<file path="config.mk">
export PLATFORM = sky130hd
export DESIGN_NAME = idx_host_port
export DESIGN_NICKNAME = d
export VERILOG_FILES = /design/src/rtl/ihr_pkg.sv /design/src/rtl/ihr_strobe_front.sv /design/src/rtl/ihr_code_store.sv /design/src/rtl/ihr_index_ctrl.sv /design/src/rtl/idx_host_port.sv
export SDC_FILE = /design/constraint.sdc
export NUM_CORES = 1
export LEC_CHECK = 0
export CORE_MARGIN = 8
export CORE_UTILIZATION = 55
export DETAILED_ROUTE_END_ITERATION = 10
export DONT_BUFFER_PORTS = 1
export GPL_TIMING_DRIVEN = 0
export HOLD_SLACK_MARGIN = 0.06
export MAX_ROUTING_LAYER = met4
export PLACE_DENSITY = 0.7
export SYNTH_ARGS = -nofsm -noshare
export SYNTH_HDL_FRONTEND = slang
export SYNTH_SLANG_ARGS = --single-unit
</file>
<file path="constraint.sdc">
create_clock -name clk -period 3.1 [get_ports clk]
set_input_delay 0.465 -clock clk [delete_from_list [all_inputs] [get_ports clk]]
set_output_delay 0.465 -clock clk [all_outputs]
set_load 0.02 [all_outputs]
</file>
<file path="src/rtl/ihr_pkg.sv">
package ihr_pkg;
   localparam int DW         = 8;
   localparam int AW         = 7;
   localparam int CODE_DEPTH = 32;

   localparam logic [2:0] PORT_CODE_A = 3'd0;
   localparam logic [2:0] PORT_CODE_B = 3'd4;
   localparam logic [2:0] PORT_INDEX  = 3'd5;
   localparam logic [2:0] PORT_DATA   = 3'd6;

   localparam logic [AW-1:0] ID_INDEX   = 7'h49;
   localparam int            ID_RST_BIT = 5;

   typedef enum logic [1:0] {
      RG_CODE   = 2'd0,
      RG_BASE   = 2'd1,
      RG_CTRL   = 2'd2,
      RG_MIRROR = 2'd3
   } region_e;

   function automatic region_e region_of(input logic [AW-1:0] a);
      return region_e'(a[AW-1:AW-2]);
   endfunction

   function automatic logic pair_step(input logic [AW-1:0] a);
      return (a == 7'h41) || (a == 7'h43) || (a == 7'h45);
   endfunction
endpackage

</file>
<file path="src/rtl/ihr_strobe_front.sv">
module ihr_strobe_front #(
   parameter int SYNC_STAGES = 2,
   parameter int OVL_CYC     = 13
) (
   input  logic clk,
   input  logic rst_n,
   input  logic cs_n,
   input  logic rd_n,
   input  logic wr_n,
   output logic rd_ev,
   output logic wr_ev,
   output logic ovl_hit
);
   localparam int CW = $clog2(OVL_CYC + 1);

   // bit 2: select, bit 1: read, bit 0: write (all active low)
   logic [2:0]    stg [SYNC_STAGES];
   logic [2:0]    prev_q;
   logic [2:0]    cur;
   logic [CW-1:0] ovl_cnt;
   logic          ovl_cond;

   always_ff @(posedge clk or negedge rst_n) begin
      if (!rst_n) begin
         for (int i = 0; i < SYNC_STAGES; i++) stg[i] <= 3'b111;
         prev_q <= 3'b111;
      end else begin
         stg[0] <= {cs_n, rd_n, wr_n};
         for (int i = 1; i < SYNC_STAGES; i++) stg[i] <= stg[i-1];
         prev_q <= stg[SYNC_STAGES-1];
      end
   end

   assign cur      = stg[SYNC_STAGES-1];
   assign rd_ev    = ~cur[2] & prev_q[1] & ~cur[1];
   assign wr_ev    = ~cur[2] & prev_q[0] & ~cur[0];
   assign ovl_cond = cur[2] & ~cur[1] & ~cur[0];

   always_ff @(posedge clk or negedge rst_n) begin
      if (!rst_n)                          ovl_cnt <= '0;
      else if (!ovl_cond)                  ovl_cnt <= '0;
      else if (ovl_cnt != CW'(OVL_CYC))    ovl_cnt <= ovl_cnt + CW'(1);
   end

   assign ovl_hit = ovl_cond && (ovl_cnt == CW'(OVL_CYC - 1));

   // one overlap yields one request only
   p_ovl_once_r11: assert property (@(posedge clk) disable iff (!rst_n)
      ovl_hit |=> !ovl_hit);
endmodule

</file>
<file path="src/rtl/ihr_code_store.sv">
module ihr_code_store #(
   parameter int DEPTH = 32,
   parameter int DW    = 8
) (
   input  logic                     clk,
   input  logic                     rst_n,
   input  logic                     srst,
   input  logic                     code_wr,
   input  logic [DW-1:0]            code,
   input  logic                     ptr_ld,
   input  logic [$clog2(DEPTH)-1:0] ptr_val,
   input  logic                     acc_rd,
   input  logic                     acc_wr,
   input  logic [DW-1:0]            acc_data,
   output logic [DW-1:0]            rdata,
   output logic                     ovf
);
   localparam int PW = $clog2(DEPTH);
   localparam int CW = $clog2(DEPTH + 1);

   logic [DW-1:0] mem [DEPTH];
   logic [CW-1:0] wptr;
   logic [PW-1:0] rptr;
   logic          full;

   assign full  = (wptr == CW'(DEPTH));
   assign rdata = mem[rptr];

   always_ff @(posedge clk) begin
      if (!srst) begin
         if (code_wr && !full) mem[wptr[PW-1:0]] <= code;
         else if (acc_wr)      mem[rptr]         <= acc_data;
      end
   end

   always_ff @(posedge clk or negedge rst_n) begin
      if (!rst_n) begin
         wptr <= '0;
         rptr <= '0;
         ovf  <= 1'b0;
      end else if (srst) begin
         wptr <= '0;
         rptr <= '0;
         ovf  <= 1'b0;
      end else begin
         ovf <= code_wr && full;
         if (code_wr && !full) wptr <= wptr + CW'(1);
         if (ptr_ld)
            rptr <= ptr_val;
         else if ((acc_rd || acc_wr) && (rptr != PW'(DEPTH - 1)))
            rptr <= rptr + PW'(1);
      end
   end

   p_wptr_bound_r5: assert property (@(posedge clk) disable iff (!rst_n)
      wptr <= CW'(DEPTH));

   p_ovf_full_r5: assert property (@(posedge clk) disable iff (!rst_n)
      ovf |-> full);

   p_rptr_stop_r4: assert property (@(posedge clk) disable iff (!rst_n)
      ((acc_rd || acc_wr) && !ptr_ld && !srst && rptr == PW'(DEPTH - 1))
      |=> rptr == PW'(DEPTH - 1));
endmodule

</file>
<file path="src/rtl/ihr_index_ctrl.sv">
module ihr_index_ctrl
   import ihr_pkg::*;
(
   input  logic          clk,
   input  logic          rst_n,
   input  logic          srst,
   input  logic          rd_ev,
   input  logic          wr_ev,
   input  logic [2:0]    port,
   input  logic [DW-1:0] wdata,
   input  logic          serial_busy,
   input  logic          id_bit,
   input  logic [DW-1:0] rb_rdata,
   input  logic [DW-1:0] code_rdata,
   output logic [AW-1:0] index_q,
   output logic [AW-1:0] rb_addr,
   output logic          rb_rd,
   output logic          rb_wr,
   output logic [DW-1:0] rb_wdata,
   output logic          code_wr,
   output logic          code_acc_rd,
   output logic          code_acc_wr,
   output logic          ptr_ld,
   output logic          reset_req,
   output logic [DW-1:0] rd_val
);
   region_e rg;
   logic    data_rd, data_wr, acc, is_id, is_local, step;

   assign rg       = region_of(index_q);
   assign data_rd  = rd_ev && (port == PORT_DATA);
   assign data_wr  = wr_ev && (port == PORT_DATA);
   assign acc      = data_rd || data_wr;
   assign is_id    = (index_q == ID_INDEX);
   assign is_local = (rg == RG_CODE) || is_id;

   assign rb_rd    = data_rd && !is_local;
   assign rb_wr    = data_wr && !is_local;
   assign rb_addr  = (rg == RG_MIRROR) ? {1'b0, index_q[AW-2:0]} : index_q;
   assign rb_wdata = wdata;

   assign code_wr     = wr_ev && ((port == PORT_CODE_A) || (port == PORT_CODE_B));
   assign code_acc_rd = data_rd && (rg == RG_CODE);
   assign code_acc_wr = data_wr && (rg == RG_CODE);
   assign ptr_ld      = wr_ev && (port == PORT_INDEX) && (region_of(wdata[AW-1:0]) == RG_CODE);
   assign reset_req   = data_wr && is_id && wdata[ID_RST_BIT];

   assign step = ((rg == RG_MIRROR) && (index_q != '1)) || pair_step(index_q);

   always_comb begin
      rd_val = '0;
      if (port == PORT_INDEX)
         rd_val = {serial_busy, index_q};
      else if (port == PORT_DATA) begin
         if (rg == RG_CODE) rd_val = code_rdata;
         else if (is_id)    rd_val = {2'b11, 5'b00000, id_bit};
         else               rd_val = rb_rdata;
      end
   end

   always_ff @(posedge clk or negedge rst_n) begin
      if (!rst_n)                             index_q <= '0;
      else if (srst)                          index_q <= '0;
      else if (wr_ev && port == PORT_INDEX)   index_q <= wdata[AW-1:0];
      else if (acc && step)                   index_q <= index_q + AW'(1);
   end

   p_mirror_stop_r6: assert property (@(posedge clk) disable iff (!rst_n)
      (acc && index_q == 7'h7F) |=> index_q == 7'h7F);

   p_base_hold_r7: assert property (@(posedge clk) disable iff (!rst_n)
      (acc && rg == RG_BASE) |=> $stable(index_q));

   p_pair_step_r8: assert property (@(posedge clk) disable iff (!rst_n)
      (acc && pair_step(index_q)) |=> index_q == $past(index_q) + AW'(1));

   p_id_local_r9: assert property (@(posedge clk) disable iff (!rst_n)
      (acc && is_id) |-> (!rb_rd && !rb_wr));

   p_bus_excl_r12: assert property (@(posedge clk) disable iff (!rst_n)
      $countones({rb_rd, rb_wr, code_wr}) <= 1);
endmodule

</file>
<file path="src/rtl/idx_host_port.sv">
module idx_host_port
   import ihr_pkg::*;
#(
   parameter int CLK_PS      = 4000,
   parameter int OVL_PS      = 50000,
   parameter int SYNC_STAGES = 2
) (
   input  logic       clk,
   input  logic       rst_n,
   input  logic       cs_n,
   input  logic       rd_n,
   input  logic       wr_n,
   input  logic [2:0] port_sel,
   input  logic [7:0] host_wdata,
   output logic [7:0] host_rdata,
   input  logic       serial_busy,
   input  logic       ext_id_bit,
   output logic [6:0] rb_addr,
   output logic       rb_wr,
   output logic       rb_rd,
   output logic [7:0] rb_wdata,
   input  logic [7:0] rb_rdata,
   output logic       post_ovf,
   output logic       full_rst
);
   localparam int OVL_CYC = (OVL_PS + CLK_PS - 1) / CLK_PS;
   localparam int PW      = $clog2(CODE_DEPTH);

   logic          rd_ev, wr_ev, ovl_hit, reset_req, srst;
   logic          code_wr, code_acc_rd, code_acc_wr, ptr_ld;
   logic [DW-1:0] code_rdata, rd_val;
   logic [AW-1:0] index_q;

   ihr_strobe_front #(.SYNC_STAGES(SYNC_STAGES), .OVL_CYC(OVL_CYC)) u_front (
      .clk(clk), .rst_n(rst_n), .cs_n(cs_n), .rd_n(rd_n), .wr_n(wr_n),
      .rd_ev(rd_ev), .wr_ev(wr_ev), .ovl_hit(ovl_hit)
   );

   ihr_index_ctrl u_idx (
      .clk(clk), .rst_n(rst_n), .srst(srst), .rd_ev(rd_ev), .wr_ev(wr_ev),
      .port(port_sel), .wdata(host_wdata), .serial_busy(serial_busy),
      .id_bit(ext_id_bit), .rb_rdata(rb_rdata), .code_rdata(code_rdata),
      .index_q(index_q), .rb_addr(rb_addr), .rb_rd(rb_rd), .rb_wr(rb_wr),
      .rb_wdata(rb_wdata), .code_wr(code_wr), .code_acc_rd(code_acc_rd),
      .code_acc_wr(code_acc_wr), .ptr_ld(ptr_ld), .reset_req(reset_req),
      .rd_val(rd_val)
   );

   ihr_code_store #(.DEPTH(CODE_DEPTH), .DW(DW)) u_codes (
      .clk(clk), .rst_n(rst_n), .srst(srst), .code_wr(code_wr),
      .code(host_wdata), .ptr_ld(ptr_ld), .ptr_val(host_wdata[PW-1:0]),
      .acc_rd(code_acc_rd), .acc_wr(code_acc_wr), .acc_data(host_wdata),
      .rdata(code_rdata), .ovf(post_ovf)
   );

   assign srst = ovl_hit || reset_req;

   always_ff @(posedge clk or negedge rst_n) begin
      if (!rst_n) begin
         full_rst   <= 1'b0;
         host_rdata <= '0;
      end else begin
         full_rst <= srst;
         if (srst)       host_rdata <= '0;
         else if (rd_ev) host_rdata <= rd_val;
      end
   end

   p_rst_pulse_r11: assert property (@(posedge clk) disable iff (!rst_n)
      full_rst |=> !full_rst);

   p_rst_clear_r10: assert property (@(posedge clk) disable iff (!rst_n)
      full_rst |-> (index_q == '0 && host_rdata == '0));
endmodule

</file>
Word level (Yosys, flattened, before mapping)
Memories as Yosys holds them, arrays and structs flattened.
Cells that the tools add are included.
- add/sub/neg operators: 4
- equal/unequal tests: 14
- mux-type cells: 28
- bitwise logic cells: 9
- reduce and logical (&&, ||, !) cells: 35
- operator list (operator ; count):
    8-bit 2-to-1 mux ; 7
    7-bit == test, second input constant ; 4
    7-bit 2-to-1 mux ; 4
    5-bit 2-to-1 mux ; 4
    1-bit logical AND ; 17
    6-bit 2-to-1 mux ; 2
    3-bit == test, second input constant ; 3
    1-bit 2-to-1 mux ; 9
    1-bit logical OR ; 8
    4-bit 2-to-1 mux ; 2
    8-bit OR reduction ; 1
    7-bit by 1-bit adder with 7-bit output, second input constant ; 1
    7-bit inequality test, second input constant ; 1
    6-bit by 1-bit adder with 6-bit output, second input constant ; 1
    1-bit AND ; 6
    6-bit == test, second input constant ; 1
    3-bit nonzero test ; 2
    5-bit by 1-bit adder with 5-bit output, second input constant ; 1
    5-bit inequality test, second input constant ; 1
    4-bit by 1-bit adder with 4-bit output, second input constant ; 1
    4-bit == test, second input constant ; 1
    2-bit zero test ; 2
    4-bit inequality test, second input constant ; 1
    2-bit nonzero test ; 2
    other kinds (5) ; 8
- register bits: 40
- bits in writable memories: 256
- input bits: 26
- output and inout port bits: 27
- word-level logic and storage cells: 101
- memories kept: 1
- memory list (name ; words ; width ; read ports ; clocked after Yosys merged registers in ; wr ports ; line ; source):
    u_codes.mem ; 32 ; 8 ; 1 ; 0 ; 1 ; ihr_code_store.sv:21 ; logic [DW-1:0] mem [DEPTH];

Depth between registers and ports, before layout
- depth in word-level cells: 11
- mapped depth: 8
- mapped depth without buffers: 8

Modules after synthesis
Synthesis repeated with hierarchy kept, for this count alone.
- cells, all modules: 751
- area, all modules: 12640.9 µm²
- by module, submodules not included (module ; times used ; cells an instance ; area an instance (µm²) ; sequential area each (µm²)):
    ihr_code_store ; 1 ; 573 ; 10936.7 ; 7987.7
    ihr_index_ctrl ; 1 ; 115 ; 880.8 ; 175.2
    ihr_strobe_front ; 1 ; 35 ; 462.9 ; 310.3
    idx_host_port ; 1 ; 28 ; 360.3 ; 225.2

Least setup slack after synthesis
No wires, ideal clock.
- path type: reg-to-reg
- from: register u_front.prev_q[0]
- to: memory u_codes.mem[21][0] (enable)
- setup time: 0.383 ns
- arrival time: 2.353 ns
- data required time: 2.717 ns
- slack: 0.363 ns
- stages on the path, launching flop included: 7
- buffers on the path: 1
- period minus slack after synthesis: 2.737 ns
- cells stage by stage: dfstp_2 > or3b_1 > buf_6 > or3_4 > nor2_8 > a32oi_4 > nor3_1
- word-level cells in the longest chain between the ends: 10
- elaborated cells on any way between the ends: 19
- classes of those cells: 9 x mux; 2 x bitwise; 8 x reduce/logical
- RTL lines (what ; line ; source):
    from (decl) ; ihr_strobe_front.sv:18 ; logic [2:0] prev_q;
    from (signal assigned) ; ihr_strobe_front.sv:30 ; prev_q <= stg[SYNC_STAGES-1];
    1-bit AND (*) (2 in a row) ; ihr_strobe_front.sv:36 ; assign wr_ev = ~cur[2] & prev_q[0] & ~cur[0];
    1-bit logical AND ; ihr_index_ctrl.sv:32 ; assign data_wr = wr_ev && (port == PORT_DATA);
    1-bit logical AND (on tied branches) ; ihr_index_ctrl.sv:44, ihr_index_ctrl.sv:46 ;
    1-bit 2-to-1 mux / 1-bit logical AND (equally long branches) ; ihr_code_store.sv:32, ihr_index_ctrl.sv:46 ;
    1-bit 2-to-1 mux / 1-bit logical OR (equally long branches) ; ihr_code_store.sv:31, idx_host_port.sv:56 ;
    1-bit 2-to-1 mux ; ihr_code_store.sv:30 ; if (!srst) begin
    1-bit 2-to-1 mux (implied by the code) ; ihr_code_store.sv:32 ; else if (acc_wr) mem[rptr] <= acc_data;
    8-bit OR reduction (no line) ; - ;
    5-bit 2-to-1 mux (no line) / 1-bit 2-to-1 mux (equally long branches) ; - ;
    to (decl) ; ihr_code_store.sv:21 ;
Mark *: on every way between the ends. The rest lies on a longest branch, timed or not.

Worst setup path in the final report
- from: register u_codes.rptr[1]
- to: memory u_codes.mem[15][5] (enable)
- word-level cells in the longest chain between the ends: 1
- RTL lines (what ; line ; source):
    from (decl) ; ihr_code_store.sv:23 ; logic [PW-1:0] rptr;
    from (signal assigned) ; ihr_code_store.sv:49 ; rptr <= ptr_val;
    from (signal assigned) ; ihr_code_store.sv:51 ; rptr <= rptr + PW'(1);
    5-bit 2-to-1 mux (no line) ; - ;
No other way between the ends.

==> flow_metrics.env <==
export IMPL_cp_start_kind="register"
export IMPL_avgSynthCellArea_um2=17.4
export IMPL_r2r_cells=5
export IMPL_synth_edf_count=256
export IMPL_final_cell_mix="edfxtp_1, mux4_2, nor2_1"
export IMPL_layout_cells_non_filler=1083
export IMPL_grt_ovfl_total=0
export IMPL_clkSlewWorstSetupHoldPaths_ps=70
export IMPL_antenna_cells=0
export IMPL_peakVddDrop_mv=0.460
export IMPL_maxSlewHeadroom=0.186
export IMPL_yosysWarnings=0
export IMPL_worst_pin_slew_ps=1220
export IMPL_netlist_area_um2=12500
export IMPL_avgRoutedWirePerCell_um=29.2
export IMPL_cts_tree="built"
export IMPL_numCtsBuffers=29
export IMPL_synth_seq_cells=296
export IMPL_cts_root_buf="clkbuf_16"
export IMPL_place_congestion=0.954
export IMPL_ys_flop_type="edfxtp_1"
export IMPL_io_buffers=0
export IMPL_hold_class="in -> reg"
export IMPL_drive_above_1_share=0.286
export IMPL_final_max_slew_viol_count=0
export IMPL_ant_nets=0
export IMPL_grt_pass1_wl_um=45800
export IMPL_fin_crit_ps=3020
export IMPL_clock_fmax_mhz=331
export IMPL_power_mw=10.2
export IMPL_viasPerCell=6.75
export IMPL_cp_required_ps=3300
export IMPL_async_flop_share=0.135
export IMPL_num_vias=7313
export IMPL_drt_iter0_drc=1035
export IMPL_fin_ws_ps=82.6
export IMPL_clock_sinks=296
export IMPL_die_area_um2=27800
export IMPL_drv_cap=0
export IMPL_netlist_instances=717
export IMPL_final_period_utilization=0.973
export IMPL_wl_um=31600
export IMPL_crit_arrival_ps=3220
export IMPL_whs_ps=82.1
export IMPL_place_inst=1002
export IMPL_dr_pass1_iters=5
export IMPL_start_util=0.556
export IMPL_pin_count=53
export IMPL_grt_total_usage=0.227
export IMPL_design_core_area_um2=22400
export IMPL_leakage_nw=4.79
export IMPL_outcome="finished clean"
export IMPL_rows=55
export IMPL_drc=0
export IMPL_setup_viol=0
export IMPL_grt_pass1_vias=7038
export IMPL_antenna_found_initial=3
export IMPL_die_y_um=167
export IMPL_cts_path_max_buffers=3
export IMPL_worstSetupPathType="reg -> reg"
export IMPL_ys_types=72
export IMPL_hold_depth=2
export IMPL_syn_nets=752
export IMPL_cp_max_fo=10
export IMPL_dp_final_hpwl_um=19400
export IMPL_yosysSeqAreaShare=0.697
export IMPL_area_growth_pct=15.9
export IMPL_power_density_nw_per_um2=703
export IMPL_grt_start_max_net_pins=41
export IMPL_fp_dieW_um=167
export IMPL_pre_cts_slack_ps=-570
export IMPL_cts_max_level=1
export IMPL_hold_viol_final=0
export IMPL_clock_latency_ps=570
export IMPL_nets=810
export IMPL_end_kind="register"
export IMPL_skew_ps=21.8
export IMPL_mostFrequentLayoutCell="edfxtp_1"
sequential cells by signal, summed over array words and instances (netlist names):
register and cells:
u_front.cur 3, u_front.prev_q 2, u_idx.index_q 7, u_front.stg 3, host_rdata 8, u_front.ovl_cnt 4
u_codes.mem 256, full_rst 1, u_codes.wptr 6, u_codes.rptr 5, u_codes.ovf 1
where the power goes:
group | total, mW | leakage, nW | switching, mW | internal, mW
combinational | 2.06 | 1.54 | 1.22 | 0.840
sequential | 4.57 | 2.79 | 0.145 | 4.43
clock | 3.54 | 0.460 | 1.48 | 2.06
total | 10.2 | 4.79 | 2.85 | 7.32
kinds of logic (layout without fill, tap and decap cells):
group	Yosys count	count (layout)	synth area share
compound gates	100	100	0.0599
xor+xnor	6	6	0.00421
fa+ha+maj	9	9	0.00903
buf+inv	61	142	0.0273
flops	296	296	0.697
mux	74	74	0.124
simple gates	171	171	0.0782
path summary, 6_finish.rpt:
kind                                       from            endpoint  slack (ps)
worst max-delay path            u_codes.rptr[1]  u_codes.mem[15][5]          80
worst min-delay path              host_wdata[1]    u_idx.index_q[1]          80
worst max register to register  u_codes.rptr[1]  u_codes.mem[15][5]          80
worst min register to register   u_front.stg[5]      u_front.cur[2]         360
max in group asynchronous                 rst_n      u_front.stg[5]        2450
min in group asynchronous                 rst_n     u_codes.wptr[0]         370
stage by stage:
step | utilization | area, um^2 | setup TNS (ps)
after floorplan | - | 12500 | 0
after global placement | 0.572 | 12800 | -89270
after detailed placement | 0.572 | 12800 | -106280
after CTS | 0.630 | 14100 | -35580
after global routing | 0.645 | 14500 | -1380
final | 0.645 | 14500 | 0
Yosys cell counts (3+ instances only):
cell type | number | area, um^2
nand3_1 | 10 | 50.1
a211oi_1 | 7 | 52.6
buf_6 | 3 | 33.8
nor3_1 | 43 | 215
or3b_2 | 4 | 35.0
or3_1 | 4 | 25.0
nor3b_1 | 6 | 45.0
nand3b_1 | 5 | 37.5
nor2b_1 | 7 | 43.8
edfxtp_1 | 256 | 7690
mux4_2 | 64 | 1440
ha_1 | 9 | 113
dfstp_2 | 8 | 210
xnor2_1 | 5 | 43.8
a21oi_1 | 18 | 90.1
a211o_1 | 3 | 26.3
buf_4 | 20 | 150
a22o_1 | 4 | 35.0
and3_1 | 3 | 18.8
a22oi_1 | 4 | 30.0
clkbuf_1 | 14 | 52.6
mux2_2 | 3 | 33.8
nand2_1 | 25 | 93.8
o21ai_0 | 13 | 65.1
buf_2 | 9 | 45.0
nand2b_1 | 3 | 18.8
inv_1 | 11 | 41.3
o22ai_1 | 18 | 113
nand4_1 | 5 | 31.3
a31oi_1 | 6 | 37.5
dfrtp_1 | 32 | 801
mux2i_1 | 6 | 60.1
and3b_1 | 4 | 35.0
a221oi_1 | 4 | 35.0
nor2_1 | 33 | 124
area by class of cell:
cell class	instances	area (um^2)
clock inverter	18	199
buffer	49	298
tap	285	357
timing repair buffer	27	353
fill	1508	7970
inverter	12	46.3
multi-input combinational	360	3760
clock buffer	36	752
sequential	296	8700
critical path: stages (launching register included):
cell	delay [ps]
dfrtp_1	540
buf_2	430
clkbuf_2	400
nand2_1	130
o22a_1	590
nor3_4	570
routing by layer:
metal  vias to the layer above  part of all wire  track usage
met5                         -                 0            -
met4                         0             0.024       0.0576
met3                        67              0.11       0.0482
met2                       448              0.48        0.350
met1                      3772              0.39        0.308
li1                       3026                 -            -
timing repair:
item                                    in CTS  in global routing
setup buffers                                0                 13
endpoints found under the setup margin     256                256
pin swaps                                    0                 13
gates resized for setup                     27                 38
hold buffers                                13                  0
endpoints found under the hold margin      301                  0
No activity file was read; power rests on OpenSTA's default activity.
